<file path="config.mk">
export PLATFORM = sky130hd
export DESIGN_NAME = uart_xcvr
export DESIGN_NICKNAME = d
export VERILOG_FILES = /design/src/rtl/uart_xcvr.sv
export SDC_FILE = /design/constraint.sdc
export NUM_CORES = 1
export LEC_CHECK = 0
export BUFFER_PORTS_ARGS = -buffer_cell sky130_fd_sc_hd__buf_2
export CORE_MARGIN = 5
export CORE_UTILIZATION = 40
export CTS_CLUSTER_DIAMETER = 200
export DETAILED_ROUTE_END_ITERATION = 16
export GPL_TIMING_DRIVEN = 0
export MAX_ROUTING_LAYER = met4
export PLACE_DENSITY = 0.65
export SKIP_LAST_GASP = 1
export SYNTH_ARGS = -nofsm -noshare
export SYNTH_HDL_FRONTEND = slang
export SYNTH_SLANG_ARGS = --single-unit
</file>
<file path="constraint.sdc">
create_clock -name clk -period 2.12 [get_ports clk]
set_input_delay 0.212 -clock clk [delete_from_list [all_inputs] [get_ports clk]]
set_output_delay 0.212 -clock clk [all_outputs]
set_load 0.01 [all_outputs]
</file>
<file path="src/rtl/uart_xcvr.sv">
module uart_xcvr #(
  parameter int OVS = 16
) (
  input  logic       clk,
  input  logic       rst_n,
  input  logic       tick,
  input  logic       ctrl_we,
  input  logic [7:0] ctrl_wdata,
  input  logic       tx_wr,
  input  logic [7:0] tx_data,
  output logic       tx_empty,
  input  logic       cts_n,
  output logic       txd,
  input  logic       rxd,
  output logic       rx_valid,
  output logic [7:0] rx_data,
  output logic       rx_perr,
  output logic       rx_ferr
);
  localparam int CW   = $clog2(OVS);
  localparam int HALF = OVS / 2;
  localparam logic [CW-1:0] TC_END = CW'(OVS - 1);
  localparam logic [CW-1:0] TC_MID = CW'(HALF - 1);

  typedef enum logic [2:0] {RX_IDLE, RX_START, RX_DATA, RX_PAR, RX_STOP} rx_state_t;

  logic [7:0] ctrl;
  wire c_txen  = ctrl[0];
  wire c_rxen  = ctrl[1];
  wire c_cts   = ctrl[2];
  wire c_pen   = ctrl[3];
  wire c_podd  = ctrl[4];
  wire c_brk   = ctrl[5];
  wire c_stop2 = ctrl[6];
  wire c_loop  = ctrl[7];

  always_ff @(posedge clk or negedge rst_n)
    if (!rst_n)       ctrl <= '0;
    else if (ctrl_we) ctrl <= ctrl_wdata;

  // transmitter
  logic [7:0]    hold_q;
  logic          hold_full;
  logic          tx_busy;
  logic [11:0]   tx_sh;
  logic [3:0]    tx_left;
  logic [CW-1:0] tx_tc;

  wire tx_go  = !tx_busy && hold_full && c_txen && (!c_cts || !cts_n) && !c_brk;
  wire tx_par = ^hold_q ^ c_podd;

  assign tx_empty = !hold_full;
  assign txd      = c_brk ? 1'b0 : (tx_busy ? tx_sh[0] : 1'b1);

  always_ff @(posedge clk or negedge rst_n)
    if (!rst_n) begin
      hold_q    <= '0;
      hold_full <= 1'b0;
    end else if (tx_go) begin
      hold_full <= 1'b0;
    end else if (tx_wr && !hold_full) begin
      hold_q    <= tx_data;
      hold_full <= 1'b1;
    end

  always_ff @(posedge clk or negedge rst_n)
    if (!rst_n) begin
      tx_busy <= 1'b0;
      tx_sh   <= '1;
      tx_left <= '0;
      tx_tc   <= '0;
    end else if (c_brk) begin
      tx_busy <= 1'b0;
      tx_sh   <= '1;
      tx_tc   <= '0;
    end else if (tx_go) begin
      tx_busy <= 1'b1;
      tx_sh   <= {2'b11, c_pen ? tx_par : 1'b1, hold_q, 1'b0};
      tx_left <= 4'd10 + {3'b000, c_pen} + {3'b000, c_stop2};
      tx_tc   <= '0;
    end else if (tx_busy && tick) begin
      if (tx_tc == TC_END) begin
        tx_tc   <= '0;
        tx_sh   <= {1'b1, tx_sh[11:1]};
        tx_left <= tx_left - 4'd1;
        if (tx_left == 4'd1) tx_busy <= 1'b0;
      end else begin
        tx_tc <= tx_tc + 1'b1;
      end
    end

  // receiver
  logic          rx_s1, rx_s2;
  logic          line_prev;
  rx_state_t     rx_st;
  logic [CW-1:0] rx_tc;
  logic [2:0]    rx_idx;
  logic [7:0]    rx_sh;
  logic          rx_pbit;

  wire line = c_loop ? txd : rx_s2;
  wire rx_mid_start = tick && (rx_tc == TC_MID);
  wire rx_mid_bit   = tick && (rx_tc == TC_END);

  always_ff @(posedge clk or negedge rst_n)
    if (!rst_n) begin
      rx_s1 <= 1'b1;
      rx_s2 <= 1'b1;
    end else begin
      rx_s1 <= rxd;
      rx_s2 <= rx_s1;
    end

  always_ff @(posedge clk or negedge rst_n)
    if (!rst_n) begin
      rx_st     <= RX_IDLE;
      rx_tc     <= '0;
      rx_idx    <= '0;
      rx_sh     <= '0;
      rx_pbit   <= 1'b0;
      line_prev <= 1'b1;
      rx_valid  <= 1'b0;
      rx_data   <= '0;
      rx_perr   <= 1'b0;
      rx_ferr   <= 1'b0;
    end else if (!c_rxen) begin
      rx_st     <= RX_IDLE;
      rx_tc     <= '0;
      line_prev <= 1'b1;
      rx_valid  <= 1'b0;
    end else begin
      rx_valid <= 1'b0;
      if (tick) line_prev <= line;
      if (tick && rx_st != RX_IDLE)
        rx_tc <= (rx_mid_bit || (rx_st == RX_START && rx_mid_start)) ? '0 : rx_tc + 1'b1;
      unique case (rx_st)
        RX_IDLE:
          if (tick && line_prev && !line) begin
            rx_st <= RX_START;
            rx_tc <= '0;
          end
        RX_START:
          if (rx_mid_start) begin
            rx_st  <= line ? RX_IDLE : RX_DATA;
            rx_idx <= '0;
          end
        RX_DATA:
          if (rx_mid_bit) begin
            rx_sh  <= {line, rx_sh[7:1]};
            rx_idx <= rx_idx + 3'd1;
            if (rx_idx == 3'd7) rx_st <= c_pen ? RX_PAR : RX_STOP;
          end
        RX_PAR:
          if (rx_mid_bit) begin
            rx_pbit <= line;
            rx_st   <= RX_STOP;
          end
        RX_STOP:
          if (rx_mid_bit) begin
            rx_data  <= rx_sh;
            rx_perr  <= c_pen && (^rx_sh ^ rx_pbit ^ c_podd);
            rx_ferr  <= !line;
            rx_valid <= 1'b1;
            rx_st    <= RX_IDLE;
          end
        default: rx_st <= RX_IDLE;
      endcase
    end

  a_r6_start_gated: assert property (@(posedge clk) disable iff (!rst_n)
    $rose(tx_busy) |-> $past(c_txen && (!c_cts || !cts_n)));

  a_r7_break_drops_frame: assert property (@(posedge clk) disable iff (!rst_n)
    c_brk |=> !tx_busy);

  a_r8_full_write_ignored: assert property (@(posedge clk) disable iff (!rst_n)
    (tx_wr && hold_full) |=> hold_q == $past(hold_q));

  a_r10_valid_single: assert property (@(posedge clk) disable iff (!rst_n)
    rx_valid |=> !rx_valid);

  a_r12_rx_quiet: assert property (@(posedge clk) disable iff (!rst_n)
    $past(!c_rxen) |-> !rx_valid);

  a_r3_frame_ends_on_tick: assert property (@(posedge clk) disable iff (!rst_n)
    ($fell(tx_busy) && !$past(c_brk)) |-> $past(tick));
endmodule

</file>
==> qor.yml, run 1 <==
ctsLongestPathBuffers: 2
h-tree-depth: 3
via_per_inst: 5.08
yosysSeqAreaShare_pct: 52.4
ir_drop_v: 0.000735
overflow: 0
synth_edf_count: 0
hold_viol: 14
p_switching_mw: 1.07
total_power_mw: 3.73
slew-limit-headroom_pct: 41.4
worst_slew_pin_slew_ns: 0.879
wl_per_cell_um: 14.3
insertedDiodeCount: 0
clock-sinks: 69
min_period_over_period_pct: 88.0
synth.most_common_cell: "dfrtp_1"
ys.flop_type: "dfrtp_1"
syn_to_final_growth_pct: 16.3
firstDrtPassIters: 4
slowest_delay_ns: 0.42
timing.final.crit_period_ns: 1.87
syn_inst: 304
violations: "hold timing"
final_antenna_net_count: 0
clkPwrFrac_pct: 32.0
placed_cell_area_um2: 3630
drv_slew: 0
design_area_um2: 3860
crit_required_ns: 2.38
cp_max_fo: 10
grt_max_degree: 70
tns_ns: 0
internal_power_mw: 2.66
cts.clk_slew.worst_paths_ns: 0.08
synth.area.top_cells: "dfrtp_1 42%, mux2_2 11%, dfstp_2 10%"
p_sw_share_pct: 28.6
ys_ff_latch: 69
grt_usage_pct: 14.6
drtIter0Drc: 97
async_reset_ff_share_pct: 100
gp_congestion: 0.819
rows: 33
post-dp-hpwl_um: 4600
final_cells: 460
crit_chain: "ha_1 -> and3_1 -> nand3_2 -> clkbuf_1 -> nand3_1 -> nor2_1 -> a31oi_1"
die_x_um: 101
critPathLaunchType: "register"
p_leak_nw: 1.87
synth_top_area_cell: "dfrtp_1"
ys_types: 46
io-pin-count: 36
dp_cells: 443
utilization_pct: 47.3
drc: 0
totalWireLength_um: 6580
worstSetupPathType: "reg -> reg"
slowest_stage: "dfrtp_1"
die_h_um: 101
hold_class: "in -> async"
powerDensity_nw_per_um2: 965
grt_pass1_wl_um: 11400
start_util_pct: 40.6
grt_antenna_before_repair: 0
end_kind: "register"
die_area_um2: 10200
syn_area_per_cell_um2: 10.9
r2r_start: "tx_tc[0]$_DFFE_PN0P_"
tritoncts: "yes"
whs_ns: -0.0392
rsz0062_at_grt: "false"
cp-startpoint: "tx_tc[0]$_DFFE_PN0P_"
max_freq_mhz: 536
grt_pass1_vias: 2368
max-cap-violations: 0
drive_gt1_share_pct: 29.9
cts_buffers: 9
dp_slack_ns: 0.179
synthTopCellsByCount: "56 x dfrtp_1, 37 x nand2_1, 31 x mux2_2, 24 x nor2_1, 19 x xnor2_1"
portBuffers: 34
vias: 2339
ys_warn_count: 0
synth_top_cell_area_share_pct: 42.2
outcome: "complete, but fails checks"
clk_latency_ns: 0.34
syn_area_um2: 3320
pwr-share-seq_pct: 46.1
core_region_area_um2: 8180
worstPathArrival_ns: 2.13
clock_skew_ns: 0.00982
setup_ws_ns: 0.254
setup_viol: 0
syn_nets: 334
nNetsFinal: 380
p_comb_share_pct: 22.0
cts-root-buf: "clkbuf_8"
==> path summary, 6_finish.rpt <==
| kind | depth (start not counted) | to | slack [ns] |
|---|---|---|---|
| setup / recovery | 7 | tx_sh[9]$_DFFE_PN1P_ | 0.25 |
| hold / removal | 1 | rx_tc[1]$_DFF_PN0_ | -0.04 |
| setup reg to reg | 7 | tx_sh[9]$_DFFE_PN1P_ | 0.25 |
| hold reg to reg | 0 | rx_s2$_DFF_PN1_ | 0.36 |
| max in group asynchronous | 1 | tx_tc[3]$_DFFE_PN0P_ | 1.55 |
| min in group clk | 3 | ctrl[5]$_DFFE_PN0P_ | 0.07 |
==> worst max-delay path: cells and delay by family, from the launching register on <==
family,cells,cell delay (ns)
compound gates,1,0.05
fa+ha+maj,1,0.20
buf+inv,1,0.38
flops,1,0.42
simple gates,4,0.73
==> cell type report <==
| cell class | count | area (µm²) |
|---|---|---|
| Tap cell | 105 | 131 |
| Inverter | 8 | 30.0 |
| Multi-Input combinational cell | 212 | 1490 |
| Clock buffer | 10 | 138 |
| Timing Repair Buffer | 35 | 183 |
| Sequential cell | 69 | 1740 |
| Buffer | 15 | 67.6 |
| Clock inverter | 6 | 86.3 |
| Fill cell | 759 | 4310 |
==> logic make-up (layout without fill, tap and decap cells) <==
family / after synthesis / after routing / synth area share [%]
multiplexers: 36 / 36 / 12.0
flip-flops: 69 / 69 / 52.4
AO/OA/AOI/OAI: 46 / 46 / 9.11
buffers and inverters: 23 / 74 / 2.94
adder cells (fa/ha/maj): 7 / 7 / 2.64
AND/OR/NAND/NOR: 101 / 101 / 15.1
XOR/XNOR: 22 / 22 / 5.80
==> power by group through the flow <==
stage	Clock (mW)	Combinational (mW)	Sequential, mW
floorplan	0	0.657	1.70
global placement	0	0.804	1.74
detailed placement	0	0.827	1.74
CTS	1.23	0.831	1.72
global route	1.27	0.935	1.75
finish	1.19	0.818	1.72
==> layout by cell type, fill, tap and decap left out, types with 2 or more instances in the layout <==
cell / count
and4b_1: 2
a22o_1: 2
and3_1: 14
nand3_1: 5
bufinv_16: 2
a21oi_1: 9
o21ai_0: 17
nor3_1: 2
a22oi_1: 2
nand2_1: 37
ha_1: 7
mux2_2: 31
xor2_1: 3
clkbuf_1: 10
a21o_1: 2
o22a_1: 3
clkbuf_8: 10
a31oi_1: 2
dfstp_2: 13
buf_4: 3
clkinv_2: 2
buf_2: 36
inv_1: 7
xnor2_1: 19
nor2b_1: 3
nand4_1: 3
nor2_1: 24
dfrtp_1: 56
mux2i_1: 5
==> registers in the layout, indices dropped and copies added (netlist names), 3 cells and up <==
| signal | flops |
|---|---|
| rx_st | 3 |
| rx_idx | 3 |
| tx_left | 4 |
| hold_q | 8 |
| rx_tc | 4 |
| tx_sh | 10 |
| rx_sh | 8 |
| tx_tc | 4 |
| rx_data | 8 |
| ctrl | 8 |
==> layer usage <==
metal | GRT usage [%] | up-vias | routed length (µm)
met5 | - | - | 0
met4 | 6.75 | 0 | 125
met3 | 2.55 | 12 | 273
met2 | 19.8 | 55 | 2930
met1 | 21.2 | 1124 | 3260
li1 | - | 1148 | -
==> timing repair <==
item / CTS / global route
gates resized for setup: 0 / 1
hold endpoints to repair: 1 / 0
hold buffers: 1 / 0
buffers inserted: 0 / 0
setup endpoints to repair: 0 / 2
No activity file was read; power rests on OpenSTA's default activity.
==> run 2, diff against run 1 <==
Settings changed: CORE_UTILIZATION 40 to 30, GPL_TIMING_DRIVEN 0 to not set, PLACE_DENSITY 0.65 to 0.53.
==> qor.yml, run 2 (synthesis results as in run 1) <==
outcome: "finished clean"  # was complete, but fails checks
max-cap-violations: 0  # unchanged
slew-limit-headroom_pct: 69.6  # was 41.4%
rows: 38  # was 33
p_leak_nw: 1.87  # about the same
firstDrtPassIters: 4  # unchanged
cts.clk_slew.worst_paths_ns: 0.08  # about the same
grt_usage_pct: 11.2  # was 14.6%
ir_drop_v: 0.000604  # was 0.000735 V
syn_to_final_growth_pct: 17.7  # was 16.3%
drv_slew: 0  # unchanged
overflow: 0  # unchanged
tritoncts: "yes"  # unchanged
worst_slew_pin_slew_ns: 0.455  # was 0.879 ns
via_per_inst: 4.70  # was 5.08
regArea_um2: 1740  # unchanged
totalWireLength_um: 6850  # was 6580 µm
nNetsFinal: 377  # was 380
start_util_pct: 30.7  # was 40.6%
die_h_um: 115  # was 101 µm
cts_buffers: 9  # unchanged
postCtsSetupBuffers: 0  # unchanged
grt_pass1_wl_um: 11400  # about the same
die_area_um2: 13300  # was 10200 µm²
portBuffers: 35  # was 34
end_kind: "register"  # unchanged
final_cell_mix: "56 x dfrtp_1, 37 x nand2_1, 35 x buf_2"  # was 56 x dfrtp_1, 37 x nand2_1, 36 x buf_2
io-pin-count: 36  # unchanged
ctsLongestPathBuffers: 2  # unchanged
vias: 2310  # was 2339
gp_congestion: 0.816  # was 0.819
final_antenna_net_count: 0  # unchanged
grt_antenna_before_repair: 0  # unchanged
multi_input_area_um2: 1480  # was 1490 µm²
critPathLaunchType: "register"  # unchanged
worstSetupPathType: "reg -> reg"  # unchanged
drive_gt1_share_pct: 31.5  # was 29.9%
h-tree-depth: 3  # unchanged
rsz0062_at_grt: "false"  # unchanged
final_common_cell: "dfrtp_1"  # unchanged
powerDensity_nw_per_um2: 928  # was 965 nW/µm²
worstPathArrival_ns: 2.08  # was 2.13 ns
final_cells: 492  # was 460
max_freq_mhz: 552  # was 536 MHz
hold_viol: 0  # was 14
wl_per_cell_um: 13.9  # was 14.3 µm
cts_resized: 0  # unchanged
largest-register: "tx_sh"  # unchanged
whs_ns: 0.0875  # was -0.0392 ns
clock-sinks: 69  # unchanged
min_period_over_period_pct: 85.4  # was 88.0%
largest_register_ffs: 10  # unchanged
drtIter0Drc: 76  # was 97
insertedDiodeCount: 0  # unchanged
post-dp-hpwl_um: 4840  # was 4600 µm
drc: 0  # unchanged
crit_required_ns: 2.39  # was 2.38 ns
core_region_area_um2: 10800  # was 8180 µm²
timing.final.crit_period_ns: 1.81  # was 1.87 ns
clock_skew_ns: 0.00847  # was 0.00982 ns
setup_viol: 0  # unchanged
tns_ns: 0  # unchanged
dp_cells: 474  # was 443
hold_class: "in -> reg"  # was in -> async
cp_max_fo: 15  # was 10
die_x_um: 115  # was 101 µm
num-fill-cells: 1103  # was 759
clk_latency_ns: 0.35  # was 0.34 ns
total_power_mw: 3.63  # was 3.73 mW
grt_max_degree: 70  # unchanged
grt_pass1_vias: 2360  # was 2368
cts-root-buf: "clkbuf_8"  # unchanged
## run 2: cell count changes in the layout (fill, tap and decap cells not counted), sizes merged
cell         delta
bufinv          -1
inv             +1
clkinvlp        +2
clkbuf         -11
dlygate4sd3     +1
buf             +6
clkinv          -1
## run 2: layout make-up
cell class                      instances  area share [%]
Clock inverter                          7            1.92
Clock buffer                            9            3.17
Timing Repair Buffer                   47            7.23
Sequential cell                        69            44.5
Tap cell                              140            4.48
Inverter                                8           0.768
Multi-Input combinational cell        212            37.9
## run 2: path summary, 6_finish.rpt
path,cells after the start,endpoint,start,slack [ns]
max in group asynchronous,3,rx_s2$_DFF_PN1_,rst_n,1.36
setup reg to reg,5,rx_st[0]$_DFFE_PN0P_,ctrl[5]$_DFFE_PN0P_,0.31
setup / recovery,5,rx_st[0]$_DFFE_PN0P_,ctrl[5]$_DFFE_PN0P_,0.31
hold reg to reg,0,rx_s2$_DFF_PN1_,rx_s1$_DFF_PN1_,0.36
hold / removal,3,hold_full$_DFFE_PN0P_,tx_wr,0.09
min in group asynchronous,3,rx_tc[3]$_DFF_PN0_,rst_n,0.39
## run 2: metal layers
layer	global-route usage, %	part of all wire, %	vias to the layer above
li1	-	-	1136
met1	13.4	45	1122
met2	18.0	49	40
met3	3.00	3.7	12
met4	4.15	1.6	0
met5	-	0	-
## run 2: stage by stage
stage | util, % | worst slack, ns | cell area [µm²]
finish | 36.1 | 0.310 | 3910
global route | 36.1 | 0.154 | 3910
CTS | 36.1 | 0.297 | 3910
detailed placement | 34.1 | 0.313 | 3690
global placement | 34.1 | 0.367 | 3690
floorplan | - | 0.477 | 3320
## run 2: worst max-delay path: stages, from the launching register on
cell and delay, ns:
dfrtp_1 0.52, inv_2 0.20, a31oi_4 0.29, a21oi_2 0.09, or4b_1 0.49, mux2i_1 0.14
## run 2: report_power, final
part / switching, mW / total (mW) / internal (mW)
combinational: 0.400 / 0.833 / 0.433
clock: 0.524 / 1.07 / 0.546
sequential: 0.179 / 1.73 / 1.55
## run 2: timing repair
| item | CTS | global route |
|---|---|---|
| setup endpoints to repair | 0 | 0 |
| hold endpoints to repair | 57 | 0 |
| hold buffers | 2 | 0 |
==> run 3, diff against run 2 <==
Settings changed: ABC_AREA set to 1.
==> qor.yml, run 3 <==
ys_warn_count: 0  # unchanged
insertedDiodeCount: 0  # unchanged
final_cell_mix: "101 x nand2_1, 56 x dfrtp_1, 41 x inv_1, 41 x o21ai_0, 35 x buf_2"  # was 56 x dfrtp_1, 37 x nand2_1, 35 x buf_2
critPathLaunchType: "register"  # unchanged
max_freq_mhz: 583  # was 552 MHz
syn_inst: 385  # was 304
yosysSeqAreaShare_pct: 51.9  # was 52.4%
crit_required_ns: 2.40  # was 2.39 ns
grt_pass1_vias: 2450  # was 2360
syn_to_final_growth_pct: 17.4  # was 17.7%
clock-sinks: 69  # unchanged
largest-register: "tx_sh"  # unchanged
post-dp-hpwl_um: 5030  # was 4840 µm
syn_area_um2: 3360  # was 3320 µm²
grt_max_degree: 70  # unchanged
cts_resized: 0  # unchanged
dp_slack_ns: 0.406  # was 0.313 ns
setup_viol: 0  # unchanged
die_x_um: 116  # was 115 µm
hold_viol: 0  # unchanged
tritoncts: "yes"  # unchanged
final_common_cell: "nand2_1"  # was dfrtp_1
ctsLongestPathBuffers: 2  # unchanged
cp_max_fo: 20  # was 15
totalWireLength_um: 6970  # was 6850 µm
firstDrtPassIters: 4  # unchanged
timing.final.crit_period_ns: 1.71  # was 1.81 ns
end_kind: "register"  # unchanged
vias: 2611  # was 2310
p_leak_nw: 1.98  # was 1.87 nW
drc: 0  # unchanged
postCtsSetupBuffers: 0  # unchanged
clk_latency_ns: 0.34  # was 0.35 ns
synthTopCellsByCount: "101 x nand2_1, 56 x dfrtp_1, 41 x inv_1, 41 x o21ai_0, 27 x nor2_1"  # was 56 x dfrtp_1, 37 x nand2_1, 31 x mux2_2, 24 x nor2_1, 19 x xnor2_1
synth.area.top_cells: "dfrtp_1 42%, nand2_1 11%, dfstp_2 10%"  # was dfrtp_1 42%, mux2_2 11%, dfstp_2 10%
core_region_area_um2: 10900  # was 10800 µm²
ys_types: 36  # was 46
syn_nets: 415  # was 334
clock_skew_ns: 0.00677  # was 0.00847 ns
rsz0062_at_grt: "false"  # unchanged
drive_gt1_share_pct: 20.0  # was 31.5%
worstSetupPathType: "reg -> reg"  # unchanged
cts_buffers: 9  # unchanged
nNetsFinal: 459  # was 377
die_area_um2: 13400  # was 13300 µm²
h-tree-depth: 3  # unchanged
final_antenna_net_count: 0  # unchanged
cts.clk_slew.worst_paths_ns: 0.07  # was 0.08 ns
overflow: 0  # unchanged
syn_area_per_cell_um2: 8.73  # was 10.9 µm²
tns_ns: 0  # unchanged
via_per_inst: 4.55  # was 4.70
gp_congestion: 0.789  # was 0.816
ys.flop_type: "dfrtp_1"  # unchanged
largest_register_ffs: 10  # unchanged
grt_usage_pct: 11.6  # was 11.2%
wl_per_cell_um: 12.1  # was 13.9 µm
grt_pass1_wl_um: 11700  # was 11400 µm
drv_slew: 0  # unchanged
grt_antenna_before_repair: 0  # unchanged
max-cap-violations: 0  # unchanged
io-pin-count: 36  # unchanged
async_reset_ff_share_pct: 100  # unchanged
outcome: "finished clean"  # unchanged
drtIter0Drc: 156  # was 76
slew-limit-headroom_pct: 62.4  # was 69.6%
setup_ws_ns: 0.405  # was 0.310 ns
synth.most_common_cell: "nand2_1"  # was dfrtp_1
portBuffers: 35  # unchanged
worst_slew_pin_slew_ns: 0.563  # was 0.455 ns
synth_top_area_cell: "dfrtp_1"  # unchanged
die_h_um: 116  # was 115 µm
ir_drop_v: 0.000352  # was 0.000604 V
synth_edf_count: 0  # unchanged
rows: 38  # unchanged
cts-root-buf: "clkbuf_8"  # unchanged
ys_ff_latch: 69  # unchanged
min_period_over_period_pct: 80.9  # was 85.4%
hold_class: "in -> reg"  # unchanged
synth_top_cell_area_share_pct: 41.7  # was 42.2%
start_util_pct: 30.9  # was 30.7%
worstPathArrival_ns: 2.00  # was 2.08 ns
powerDensity_nw_per_um2: 1020  # was 928 nW/µm²
utilization_pct: 36.2  # was 36.1%
## run 3: cell count changes after synthesis, moves of 6 or more
cell      previous run  this run
o22ai_1              1         7
and3_1              14         0
mux2_2              31         6
nand2_1             37       101
o21ai_0             17        41
inv_1                7        41
clkbuf_1            10         3
xnor2_1             19         7
nand3_1              5        15
## run 3: power breakdown
group	leakage (nW)	internal, mW	total (mW)	switching (mW)
clock	0.116	0.724	1.22	0.492
combinational	1.04	0.384	0.998	0.614
sequential	0.831	1.60	1.80	0.202
total	1.98	2.71	4.01	1.31
## run 3: critical path, stage by stage, from the launching register on
cell     delay (ns)
dfrtp_1        0.39
ha_1           0.22
nand4_2        0.17
nor2_1         0.17
nand2_1        0.36
nor2_1         0.20
nand3_1        0.09
nand2_1        0.06
## run 3: logic make-up after synthesis
family / after synthesis / share of synthesized area, %
AND/OR/NAND/NOR: 168 / 22.2
adder cells (fa/ha/maj): 7 / 2.61
multiplexers: 7 / 2.31
buffers and inverters: 52 / 6.59
XOR/XNOR: 14 / 3.65
AO/OA/AOI/OAI: 68 / 10.8
flip-flops: 69 / 51.9
## run 3: timing repair
| item | CTS | global route |
|---|---|---|
| endpoints found under the setup margin | 0 | 0 |
| endpoints found under the hold margin | 57 | 0 |
| hold buffers | 2 | 0 |
## run 3: final timing paths
path	to	depth (start not counted)	slack [ns]	from
setup reg to reg	rx_perr$_DFFE_PN0P_	7	0.41	rx_tc[0]$_DFF_PN0_
hold / removal	ctrl[1]$_DFFE_PN0P_	3	0.08	ctrl_wdata[1]
setup / recovery	rx_perr$_DFFE_PN0P_	7	0.41	rx_tc[0]$_DFF_PN0_
hold reg to reg	rx_s2$_DFF_PN1_	0	0.36	rx_s1$_DFF_PN1_
max in group asynchronous	tx_sh[4]$_DFFE_PN1P_	3	1.37	rst_n
min in group asynchronous	hold_q[5]$_DFFE_PN0P_	3	0.40	rst_n
## run 3: layout make-up
| class | instances | area, µm² |
|---|---|---|
| fillers | 1134 | 6940 |
| flip-flops and latches | 69 | 1740 |
| multi-input cells | 264 | 1400 |
| repair buffers | 42 | 245 |
| well taps | 140 | 175 |
| inverters | 43 | 161 |
| clock buffers | 12 | 155 |
| clock inverters | 4 | 70.1 |
## run 3: per-layer routing
metal | part of all wire [%] | track usage, %
met5 | 0 | -
met4 | 1.5 | 4.41
met3 | 4.4 | 3.13
met2 | 44 | 16.4
met1 | 50 | 15.7
## run 3: stage by stage
stage	total power, mW	hold slack (ns)	area, µm²	std cells
global placement	2.79	0.265	3700	556
CTS	4.08	0.0656	3950	574
finish	4.01	0.0819	3950	574
detailed placement	2.83	0.262	3700	556
global route	4.33	0.0717	3950	574
floorplan	2.54	-0.0836	3360	385
